### src/rtl/dca_pkg.sv
package dca_pkg;

    typedef enum logic [2:0] {
        ST_IDLE,
        ST_COUNT,
        ST_OPEN,
        ST_SEND,
        ST_ABORT
    } dca_state_e;

endpackage

### src/rtl/dca_prio_counter.sv
module dca_prio_counter #(
    parameter int CNT_W   = 4,
    parameter int HI_BASE = 8,
    parameter int LO_BASE = 10
) (
    input  logic             clk,
    input  logic             rst_n,
    input  logic             bit_en,
    input  logic             echo_bit,
    input  logic             hold_clr,
    input  logic             low_class,
    input  logic             grant,
    input  logic             success,
    output logic [CNT_W-1:0] cnt,
    output logic             term_hit
);

    localparam logic [CNT_W-1:0] CNT_MAX = '1;
    localparam logic [CNT_W-1:0] HI_T    = CNT_W'(HI_BASE);
    localparam logic [CNT_W-1:0] LO_T    = CNT_W'(LO_BASE);

    logic [CNT_W-1:0] cnt_q;
    logic [CNT_W-1:0] cnt_inc;
    logic [CNT_W-1:0] term_sel;
    logic             lvl_q;

    always_comb begin
        cnt_inc  = (cnt_q == CNT_MAX) ? cnt_q : cnt_q + 1'b1;
        term_sel = (low_class ? LO_T : HI_T) + {{(CNT_W-1){1'b0}}, lvl_q};
        term_hit = bit_en && echo_bit && !hold_clr && (cnt_inc >= term_sel);
    end

    always_ff @(posedge clk or negedge rst_n) begin
        if (!rst_n) begin
            cnt_q <= '0;
        end else if (hold_clr) begin
            cnt_q <= '0;
        end else if (bit_en) begin
            cnt_q <= echo_bit ? cnt_inc : '0;
        end
    end

    always_ff @(posedge clk or negedge rst_n) begin
        if (!rst_n) begin
            lvl_q <= 1'b0;
        end else if (success) begin
            lvl_q <= 1'b1;
        end else if (grant && lvl_q) begin
            lvl_q <= 1'b0;
        end
    end

    assign cnt = cnt_q;


    zero_clears_run_chk: assert property (@(posedge clk) disable iff (!rst_n)
        (bit_en && !echo_bit) |=> (cnt == '0));


    level_after_success_chk: assert property (@(posedge clk) disable iff (!rst_n)
        success |=> lvl_q);

endmodule

### src/rtl/dca_status.sv
module dca_status (
    input  logic clk,
    input  logic rst_n,
    input  logic grant,
    input  logic coll,
    input  logic success,
    input  logic frame_pulse,
    input  logic irq_clr,
    output logic coll_irq,
    output logic chan_ack
);

    logic irq_q;
    logic ack_q;
    logic drop_pend_q;

    always_ff @(posedge clk or negedge rst_n) begin
        if (!rst_n) begin
            irq_q <= 1'b0;
        end else if (coll) begin
            irq_q <= 1'b1;
        end else if (irq_clr) begin
            irq_q <= 1'b0;
        end
    end

    always_ff @(posedge clk or negedge rst_n) begin
        if (!rst_n) begin
            ack_q       <= 1'b0;
            drop_pend_q <= 1'b0;
        end else if (grant) begin
            ack_q       <= 1'b1;
            drop_pend_q <= 1'b0;
        end else if (coll || success) begin
            drop_pend_q <= 1'b1;
        end else if (frame_pulse && drop_pend_q) begin
            ack_q       <= 1'b0;
            drop_pend_q <= 1'b0;
        end
    end

    assign coll_irq = irq_q;
    assign chan_ack = ack_q;


    irq_sticky_chk: assert property (@(posedge clk) disable iff (!rst_n)
        (coll_irq && !irq_clr) |=> coll_irq);


    irq_set_chk: assert property (@(posedge clk) disable iff (!rst_n)
        coll |=> coll_irq);


    ack_hold_chk: assert property (@(posedge clk) disable iff (!rst_n)
        (chan_ack && !frame_pulse) |=> chan_ack);

endmodule

### src/rtl/dchan_arbiter.sv
module dchan_arbiter #(
    parameter int CNT_W   = 4,
    parameter int HI_BASE = 8,
    parameter int LO_BASE = 10
) (
    input  logic             clk,
    input  logic             rst_n,
    input  logic             bit_en,
    input  logic             echo_bit,
    input  logic             tx_bit,
    input  logic             frame_pulse,
    input  logic             pkt_req,
    input  logic             low_class,
    input  logic             flag_ack,
    input  logic             pkt_done,
    input  logic             irq_clr,
    output logic             d_out,
    output logic             flag_req,
    output logic             tx_active,
    output logic             fifo_discard,
    output logic             coll_irq,
    output logic             chan_ack,
    output logic [CNT_W-1:0] prio_count
);

    import dca_pkg::*;

    dca_state_e state_q;
    dca_state_e state_d;

    logic term_hit;
    logic hold_clr;
    logic grant;
    logic coll;
    logic success;

    always_comb begin
        hold_clr = (state_q == ST_OPEN) || (state_q == ST_SEND) || (state_q == ST_ABORT);
        grant    = (state_q == ST_COUNT) && pkt_req && term_hit;
        coll     = (state_q == ST_SEND) && bit_en && (echo_bit != tx_bit);
        success  = (state_q == ST_SEND) && pkt_done && !coll;
    end

    always_comb begin
        state_d = state_q;
        unique case (state_q)
            ST_IDLE: begin
                if (pkt_req) state_d = ST_COUNT;
            end
            ST_COUNT: begin
                if (!pkt_req)  state_d = ST_IDLE;
                else if (grant) state_d = ST_OPEN;
            end
            ST_OPEN: begin
                if (flag_ack) state_d = ST_SEND;
            end
            ST_SEND: begin
                if (coll)         state_d = ST_ABORT;
                else if (success) state_d = pkt_req ? ST_COUNT : ST_IDLE;
            end
            ST_ABORT: begin
                state_d = pkt_req ? ST_COUNT : ST_IDLE;
            end
            default: state_d = ST_IDLE;
        endcase
    end

    always_ff @(posedge clk or negedge rst_n) begin
        if (!rst_n) state_q <= ST_IDLE;
        else        state_q <= state_d;
    end

    always_comb begin
        d_out        = 1'b1;
        flag_req     = 1'b0;
        tx_active    = 1'b0;
        fifo_discard = 1'b0;
        unique case (state_q)
            ST_IDLE, ST_COUNT: ;
            ST_OPEN: begin
                flag_req  = 1'b1;
                tx_active = 1'b1;
            end
            ST_SEND: begin
                d_out     = tx_bit;
                tx_active = 1'b1;
            end
            ST_ABORT: begin
                fifo_discard = 1'b1;
            end
            default: ;
        endcase
    end

    dca_prio_counter #(
        .CNT_W   (CNT_W),
        .HI_BASE (HI_BASE),
        .LO_BASE (LO_BASE)
    ) u_counter (
        .clk       (clk),
        .rst_n     (rst_n),
        .bit_en    (bit_en),
        .echo_bit  (echo_bit),
        .hold_clr  (hold_clr),
        .low_class (low_class),
        .grant     (grant),
        .success   (success),
        .cnt       (prio_count),
        .term_hit  (term_hit)
    );

    dca_status u_status (
        .clk         (clk),
        .rst_n       (rst_n),
        .grant       (grant),
        .coll        (coll),
        .success     (success),
        .frame_pulse (frame_pulse),
        .irq_clr     (irq_clr),
        .coll_irq    (coll_irq),
        .chan_ack    (chan_ack)
    );


    grant_cause_chk: assert property (@(posedge clk) disable iff (!rst_n)
        $rose(flag_req) |-> $past(bit_en && echo_bit && pkt_req));


    flag_hold_chk: assert property (@(posedge clk) disable iff (!rst_n)
        (flag_req && !flag_ack) |=> flag_req);


    collision_backoff_chk: assert property (@(posedge clk) disable iff (!rst_n)
        (state_q == ST_SEND && bit_en && (echo_bit != tx_bit)) |=> (fifo_discard && d_out && !tx_active));


    restart_run_chk: assert property (@(posedge clk) disable iff (!rst_n)
        fifo_discard |=> (prio_count == '0 && !fifo_discard));


    idle_drive_chk: assert property (@(posedge clk) disable iff (!rst_n)
        (!tx_active || flag_req) |-> d_out);

endmodule

### config.mk
export PLATFORM = sky130hd
export DESIGN_NAME = dchan_arbiter
export DESIGN_NICKNAME = d
export VERILOG_FILES = /design/src/rtl/dca_pkg.sv /design/src/rtl/dca_prio_counter.sv /design/src/rtl/dca_status.sv /design/src/rtl/dchan_arbiter.sv
export SDC_FILE = /design/constraint.sdc
export NUM_CORES = 1
export LEC_CHECK = 0
export CAP_MARGIN = 5
export CORE_MARGIN = 1
export CORE_UTILIZATION = 35
export DETAILED_ROUTE_END_ITERATION = 16
export DONT_BUFFER_PORTS = 1
export PLACE_DENSITY = 0.56
export SKIP_CTS_REPAIR_TIMING = 1
export SLEW_MARGIN = 30
export SYNTH_ARGS = -nofsm -noshare
export SYNTH_HDL_FRONTEND = slang
export SYNTH_SLANG_ARGS = --single-unit
### constraint.sdc
create_clock -name clk -period 1.9 [get_ports clk]
set_input_delay 0.19 -clock clk [delete_from_list [all_inputs] [get_ports clk]]
set_output_delay 0.19 -clock clk [all_outputs]
set_load 0.1 [all_outputs]
Word level (Yosys, flattened, before mapping)
Index checks and enable logic that the tools add are counted.
Widths: inputs -> output; s select.

storage, ports and cells
  input port bits = 11
  logic and storage cells = 71
  register bits after elaboration = 11

cells by class
  magnitude comparators = 1
  add/subtract/negate cells = 2
  reductions and logical operators = 25
  equal/unequal tests = 11
  multiplexer cells = 26

operators by type and width
  cell                 number
  $mux 3               6
  $mux 4               4
  $pmux 3 s5           1
  $mux 1               14
  $logic_and 1x1->1    11
  $reduce_bool 2->1    4
  $eq 3x2->1 const B   2
  $ne 2x2->1 const B   3
  $add 4x1->4          1
  $add 4x1->4 const B  1
  $eq 4x4->1 const B   1
  $ge 4x4->1           1
  $reduce_and 4->1     1
  $eq 3x1->1 const B   1
  $eq 3x3->1 const B   1
  $logic_not 3->1      1
  $logic_or 1x1->1     3
  $ne 3x1->1 const B   1
  $ne 3x2->1 const B   1
  $reduce_bool 3->1    1
  $logic_not 1->1      2
  $mux 2               1
  $reduce_and 2->1     1
  $reduce_or 2->1      1
  $ne 1x1->1           1

Logic depth before layout (Yosys ltp)
Gate-level depths: netlist of the first run.

  word-level depth = 10
  mapped depth = 8

Hierarchy
A second synthesis of the first run with hierarchy kept.

second synthesis, totals
  cell total of the unflattened synthesis = 79
  area, all modules = 760.7 sq um

modules (own cells, without submodules)
  module            cells each  area an instance (sq um)  instances
  dca_prio_counter  37          369.1                     1
  dchan_arbiter     32          270.3                     1
  dca_status        10          121.4                     1

Least setup slack after synthesis of the first run
Ideal clock, no wire load.

  kind = reg2reg
  start = register state_q[0]
  end = register u_status.ack_q, in the netlist u_status.chan_ack
  required time = 1.780 ns
  setup time = 0.120 ns
  path slack = -1.500 ns
  clock period less this slack = 3.400 ns
  arrival = 3.280 ns
  stages on the path, launching flop included = 6
  path through = dfrtp_1 > nor3b_1 > or2_1 > buf_6 > nor4b_4 > a21o_1

between the ends
  longest elaborated chain between the ends = 9
  elaborated cells between the ends (all ways) = 21
  those cells by class = eq/ne (5); mux (1); reduce/logical (15)

ends and longest elaborated chain
  item                                                                     RTL line                                                       source
  start, declared                                                          dchan_arbiter.sv:28                                            dca_state_e state_q;
  start signal, assigned                                                   dchan_arbiter.sv:70                                            else state_q <= state_d;
  $eq 3x2->1, on equally long branches                                     dchan_arbiter.sv:38, dchan_arbiter.sv:40, dchan_arbiter.sv:41
  $logic_or 1x1->1 (2 in a row)                                            dchan_arbiter.sv:38                                            hold_clr = (state_q == ST_OPEN) || (state_q == ST_SEND) || (state_q == ST_ABORT);
  $logic_not 1->1                                                          dca_prio_counter.sv:30                                         term_hit = bit_en && echo_bit && !hold_clr && (cnt_inc >= term_sel);
  $logic_and 1x1->1 (2 in a row)                                           dca_prio_counter.sv:30
  $logic_and 1x1->1                                                        dchan_arbiter.sv:39                                            grant = (state_q == ST_COUNT) && pkt_req && term_hit;
  $ne 2x2->1 (no source line) / $reduce_bool 2->1 (equally long branches)  -
  $reduce_and 2->1 (no source line)                                        -
  end signal, assigned                                                     dca_status.sv:29                                               ack_q <= 1'b0;
  end signal, assigned                                                     dca_status.sv:32                                               ack_q <= 1'b1;
  end signal, assigned                                                     dca_status.sv:37                                               ack_q <= 1'b0;
  end, declared                                                            dca_status.sv:14                                               logic ack_q;

Parallel ways exist; a longest one is shown, timed or not.
A chain may end at the register's enable or synchronous reset.

Final worst setup path of the first run
  start = register u_counter.cnt_q[1], in the netlist u_counter.cnt[1]
  end = register u_status.ack_q, in the netlist u_status.chan_ack

between the ends
  longest elaborated chain between the ends = 7
  elaborated cells between the ends (all ways) = 10
  those cells by class = add/sub (1); order compare (1); eq/ne (2); mux (2); reduce/logical (4)

ends and longest elaborated chain
  item                                                                     RTL line                source
  start, declared                                                          dca_prio_counter.sv:22  logic [CNT_W-1:0] cnt_q;
  start signal, assigned                                                   dca_prio_counter.sv:39  cnt_q <= echo_bit ? cnt_inc : '0;
  $add 4x1->4 / $eq 4x4->1 (equally long branches)                         dca_prio_counter.sv:28  cnt_inc = (cnt_q == CNT_MAX) ? cnt_q : cnt_q + 1'b1;
  $mux 4 (*)                                                               dca_prio_counter.sv:28
  $ge 4x4->1 (*)                                                           dca_prio_counter.sv:30
  $logic_and 1x1->1 (*)                                                    dca_prio_counter.sv:30
  $logic_and 1x1->1 (*)                                                    dchan_arbiter.sv:39
  $ne 2x2->1 (no source line) / $reduce_bool 2->1 (equally long branches)  -
  $reduce_and 2->1 (no source line)                                        -

Every way passes the cells marked *; elsewhere a longest branch is shown, timed or not.

==> results of run 1 <==
synth_stat cells:
master     count
a211oi_1       1
a21o_1         2
a21oi_1        4
a221oi_2       1
a22oi_1        2
a2bb2oi_1      1
a31o_2         1
a31oi_1        1
a32oi_1        1
and2_1         2
and3_1         1
buf_6          2
dfrtp_1       11
ha_1           3
inv_1          7
mux2_2         1
nand2_1        4
nand2b_1       4
nand3_1        1
nand3b_1       1
nand4_1        2
nor2_1         5
nor2b_1        2
nor3_1         1
nor3b_1        1
nor4b_4        1
o211ai_1       2
o21ai_0        2
o21ai_1        1
o22ai_1        1
o31ai_1        1
or2_1          1
or2_2          2
xnor2_1        1
xor2_1         1
through the flow:
stage / setup TNS [ns] / cells / worst slack, ns / instance area (µm²)
floorplan: -1.12 / 75 / -0.263 / 774
global placement: -0.0443 / 111 / -0.0346 / 883
detailed placement: -0.246 / 111 / -0.0688 / 883
CTS: -0.368 / 115 / -0.0897 / 910
global route: -0.642 / 116 / -0.152 / 950
finish: -0.211 / 116 / -0.0735 / 950
registers in the layout, summed over array words and instances, names as in the netlist:
name and flops:
state_q 3, u_counter.cnt 4, u_counter.lvl_q 1, u_status.chan_ack 1, u_status.coll_irq 1, u_status.drop_pend_q 1
final cells by class:
type	count	share of cell area
Tap cell	25	0.0329
Sequential cell	11	0.300
Clock buffer	4	0.0277
Multi-Input combinational cell	55	0.498
Inverter	7	0.0277
Timing Repair Buffer	14	0.113
power breakdown:
group,internal (µW),leakage (µW),switching [µW]
clock network,81.4,0.0000150,83.5
registers,258,0.000138,34.6
logic,109,0.000271,156
cell families after synthesis:
group | Yosys count | synth area share
simple gates | 28 | 0.240
buf+inv | 9 | 0.0688
flops | 11 | 0.388
mux | 1 | 0.0159
fa+ha+maj | 3 | 0.0529
compound gates | 21 | 0.210
xor+xnor | 2 | 0.0247
per-layer routing:
layer,track usage,wire [µm],vias up
li1,-,-,301
met1,0.233,720,286
met2,0.242,749,15
met3,0.0423,76,2
met4,0.0514,12,0
met5,0,0,-
worst paths after layout:
path / slack [ns] / endpoint / cells after the start
min in group asynchronous: 0.32 / u_counter.lvl_q$_DFFE_PN0P_ / 1
max: -0.07 / u_status.chan_ack$_DFFE_PN0P_ / 8
min: 0.03 / u_status.coll_irq$_DFFE_PN0P_ / 1
min reg2reg: 0.51 / u_status.chan_ack$_DFFE_PN0P_ / 1
max in group asynchronous: 1.20 / u_counter.cnt[1]$_DFFE_PN0P_ / 1
max reg2reg: -0.07 / u_status.chan_ack$_DFFE_PN0P_ / 8
==> results_dict.tcl, run 1 <==
set metrics [dict create \
    cts_root_buf "clkbuf_4" \
    avgSynthCellArea_um2 9.46 \
    period_needed_ns 1.97 \
    hold_path.class "input pin to register" \
    synth-seq-area-share 0.388 \
    path_buf_inv 0 \
    crit_path_end_kind "register" \
    start_kind "register" \
    fin_ws_ns -0.0735 \
    drcViolationCount 0 \
    finalHoldViolations 0 \
    h-tree-depth 1 \
    grt_max_degree 12 \
    clkTransAtPathRegs_ns 0.07 \
    die_w_um 47.0 \
    slowest_delay_ns 0.50 \
    final.fill_count 175 \
    core_mm2 0.00182 \
    finalNetCount 106 \
    grt_overflow 0 \
    violations "setup timing" \
    finalPower_uw 722 \
    initial_core_util 0.390 \
    synth.distinct_cells 35 \
    final_cell_mix "buf_4, inv_1, dfrtp_1" \
    grt_pass1_vias 540 \
    clk_latency_ns 0.27 \
    cts.sinks 11 \
    critPathRequiredTime_ns 2.07 \
    drt_pass1_iterations 4 \
    ys_ff_latch 11 \
    die_area_mm2 0.00221 \
    globalplace.congestion 0.793 \
    rsz0062_at_grt "true" \
    netlist_instances 75 \
    hold_start "irq_clr" \
    insertedDiodeCount 0 \
    wire_per_inst_um 13.4 \
    cts_tree "built" \
    drive_gt1_frac 0.385 \
    critPathMaxFanout 4 \
    io_pins 21 \
    crit_chain "ha_4, nand3_4, xnor2_1, ha_1, nand2b_4, a221oi_4, nor4b_4, a21o_1" \
    finalHoldWorstSlack_ns 0.0256 \
    final_core_util 0.522 \
    worst_pin_slew_ns 0.509 \
    via_per_inst 5.21 \
    leakage_uw 0.000424 \
    grt_use_total 0.163 \
    syn2layout_area_growth_pct 33.9 \
    power_density_mw_per_mm2 760 \
    cts_buffers 3 \
    numPortBuffers 0 \
    placementRows 15 \
    regArea_um2 285 \
    grt_pass1_wl_um 2470 \
    synth.net_count 89 \
    crit_type "register to register" \
    post-route-period-util 1.04 \
    synth_top_cell_by_area "dfrtp_1" \
    status "finished with violations" \
    yosys_warnings 0 \
    final.setup_skew_ns 0.000837 \
    dieHeight_um 47.0 \
    cp_data_arrival_time_ns 2.14 \
    finalSetupViolCount 4 \
    yosys.area.top_type_share 0.388 \
    slew-limit-headroom 0.660 \
    multi_input_area_um2 473 \
    synth.area.top_cells "dfrtp_1, ha_1, inv_1" \
    slew_violations 0 \
    vias 604 \
    crit_path_start "u_counter.cnt[1]$_DFFE_PN0P_" \
    synth_area_um2 709 \
    max_freq_mhz 507 \
    ir_worst_vdd_mv 0.454 \
    cts_buffer_depth 2 \
    ant_nets 0 \
    cap_violations 0 \
    cp_slowest_cell "dfrtp_4" \
    place_hpwl_um 1220 \
    critPathTopFamily "flip-flops" \
    final_common_cell "buf_4" \
    antenna_found_initial 0 \
    r2r-start "u_counter.cnt[1]$_DFFE_PN0P_" \
    dr.first_iter.drc_count 10 \
    routed_wl_um 1560 \
]
No activity file was read; power rests on OpenSTA's default activity.
==> run 2: changes to the inputs <==
--- a/config.mk
+++ b/config.mk
@@ -10,6 +10,7 @@
 export CORE_UTILIZATION = 35
 export DETAILED_ROUTE_END_ITERATION = 16
 export DONT_BUFFER_PORTS = 1
+export GPL_TIMING_DRIVEN = 0
 export PLACE_DENSITY = 0.56
 export SKIP_CTS_REPAIR_TIMING = 1
 export SLEW_MARGIN = 30
==> results_dict.tcl, run 2 (synthesized netlist as in run 1, its figures left out) <==
set metrics [dict create \
    status "finished with violations" \
    violations "setup timing" \
    io_pins 21 \
    grt_pass1_vias 530 \
    dp_cells 101 \
    cts.sinks 11 \
    largest_register_ff_count 4 \
    cp_data_arrival_time_ns 2.43 \
    wire_per_inst_um 13.3 \
    routed_wl_um 1430 \
    worst_pin_slew_ns 0.893 \
    final.setup_skew_ns 0.00504 \
    cts_root_buf "clkbuf_4" \
    final.fill_count 176 \
    grt_use_total 0.158 \
    insertedDiodeCount 0 \
    place_hpwl_um 1140 \
    start_kind "register" \
    hold_path.class "input pin to register" \
    fin_setup_tns_ns -1.82 \
    post-route-period-util 1.21 \
    period_needed_ns 2.29 \
    globalplace.congestion 0.716 \
    numPortBuffers 0 \
    dr.first_iter.drc_count 9 \
    rsz0062_at_grt "true" \
    critPathRequiredTime_ns 2.04 \
    power_density_mw_per_mm2 761 \
    ant_nets 0 \
    crit_chain "ha_4, nand3_4, xnor2_2, ha_1, nand2b_4, a221oi_4, nor4b_4, o21ai_1" \
    slew-limit-headroom 0.405 \
    dieHeight_um 47.0 \
    vias 576 \
    critPathMaxFanout 8 \
    dpl-instance-area_um2 821 \
    initial_core_util 0.390 \
    grt_pass1_wl_um 2380 \
    ir_worst_vdd_mv 0.748 \
    finalNetCount 98 \
    leakage_uw 0.000399 \
    final_core_util 0.491 \
    final_cells 108 \
    core_mm2 0.00182 \
    drive_gt1_frac 0.313 \
    drt_pass1_iterations 4 \
    fin_area_um2 893 \
    max_freq_mhz 436 \
    finalHoldViolations 0 \
    fin_ws_ns -0.393 \
    cts_tree "built" \
    crit_path_end_kind "register" \
    final_cell_mix "inv_1, dfrtp_1, nor2_1" \
    cap_violations 0 \
    grt_overflow 0 \
    finalSetupViolCount 5 \
    syn2layout_area_growth_pct 25.9 \
    slowest_delay_ns 0.67 \
    cp_slowest_cell "dfrtp_4" \
    crit_type "register to register" \
    reg2reg_slack_ns -0.39 \
    die_area_mm2 0.00221 \
    grt_max_degree 12 \
    cts_buffer_depth 2 \
    min_delay_path_depth 1 \
    slew_violations 0 \
    clkTransAtPathRegs_ns 0.06 \
    via_per_inst 5.33 \
    clk_latency_ns 0.27 \
    cts_buffers 3 \
    drcViolationCount 0 \
    ff2ff_path_depth 8 \
    final_common_cell "inv_1" \
    die_w_um 47.0 \
    antenna_found_initial 0 \
    placementRows 15 \
    h-tree-depth 1 \
]
-- run 2: changes by cell type in the layout (fill, tap and decap cells not counted), sizes merged --
cell	previous run	this run
buf	13	5
-- run 2: worst max-delay path, delay by kind of cell, from the launching register on --
kind | cells | cell delay [ns]
flops | 1 | 0.67
simple gates | 3 | 0.59
fa+ha+maj | 2 | 0.50
compound gates | 2 | 0.20
xor+xnor | 1 | 0.18
-- run 2: power breakdown --
part	switching (µW)	internal [µW]
Sequential	109	257
Combinational	74.7	84.3
Clock	73.6	81.2
-- run 2: final timing paths --
check                                                   endpoint                              from
worst max-delay path                 u_counter.lvl_q$_DFFE_PN0P_      u_counter.cnt[0]$_DFFE_PN0P_
worst min-delay path               u_status.coll_irq$_DFFE_PN0P_                           irq_clr
worst max register to register       u_counter.lvl_q$_DFFE_PN0P_      u_counter.cnt[0]$_DFFE_PN0P_
worst min register to register  u_status.drop_pend_q$_DFFE_PN0P_  u_status.drop_pend_q$_DFFE_PN0P_
max in group asynchronous           u_counter.cnt[1]$_DFFE_PN0P_                             rst_n
min in group asynchronous                 state_q[2]$_DFFE_PN0P_                             rst_n
-- run 2: through the flow --
stage | power (µW) | hold WS [ns] | worst slack, ns
floorplan | 487 | -0.106 | -0.263
global placement | 512 | -0.105 | -0.386
detailed placement | 514 | -0.105 | -0.412
CTS | 670 | -0.394 | -0.422
global route | 725 | 0.0266 | -0.491
finish | 680 | 0.0364 | -0.393
-- run 2: layout make-up --
class	count	area, µm²	share of cell area
Buffer	2	22.5	0.0252
Clock buffer	4	26.3	0.0294
Inverter	7	26.3	0.0294
Multi-Input combinational cell	55	460	0.515
Sequential cell	11	287	0.321
Tap cell	25	31.3	0.0350
Timing Repair Buffer	4	40.0	0.0448
-- run 2: metal layers --
metal / global-route usage / routed length (µm) / up-vias
met5: 0 / 0 / -
met4: 0.0514 / 10 / 0
met3: 0.0846 / 100 / 2
met2: 0.242 / 676 / 19
met1: 0.192 / 646 / 269
li1: - / - / 286
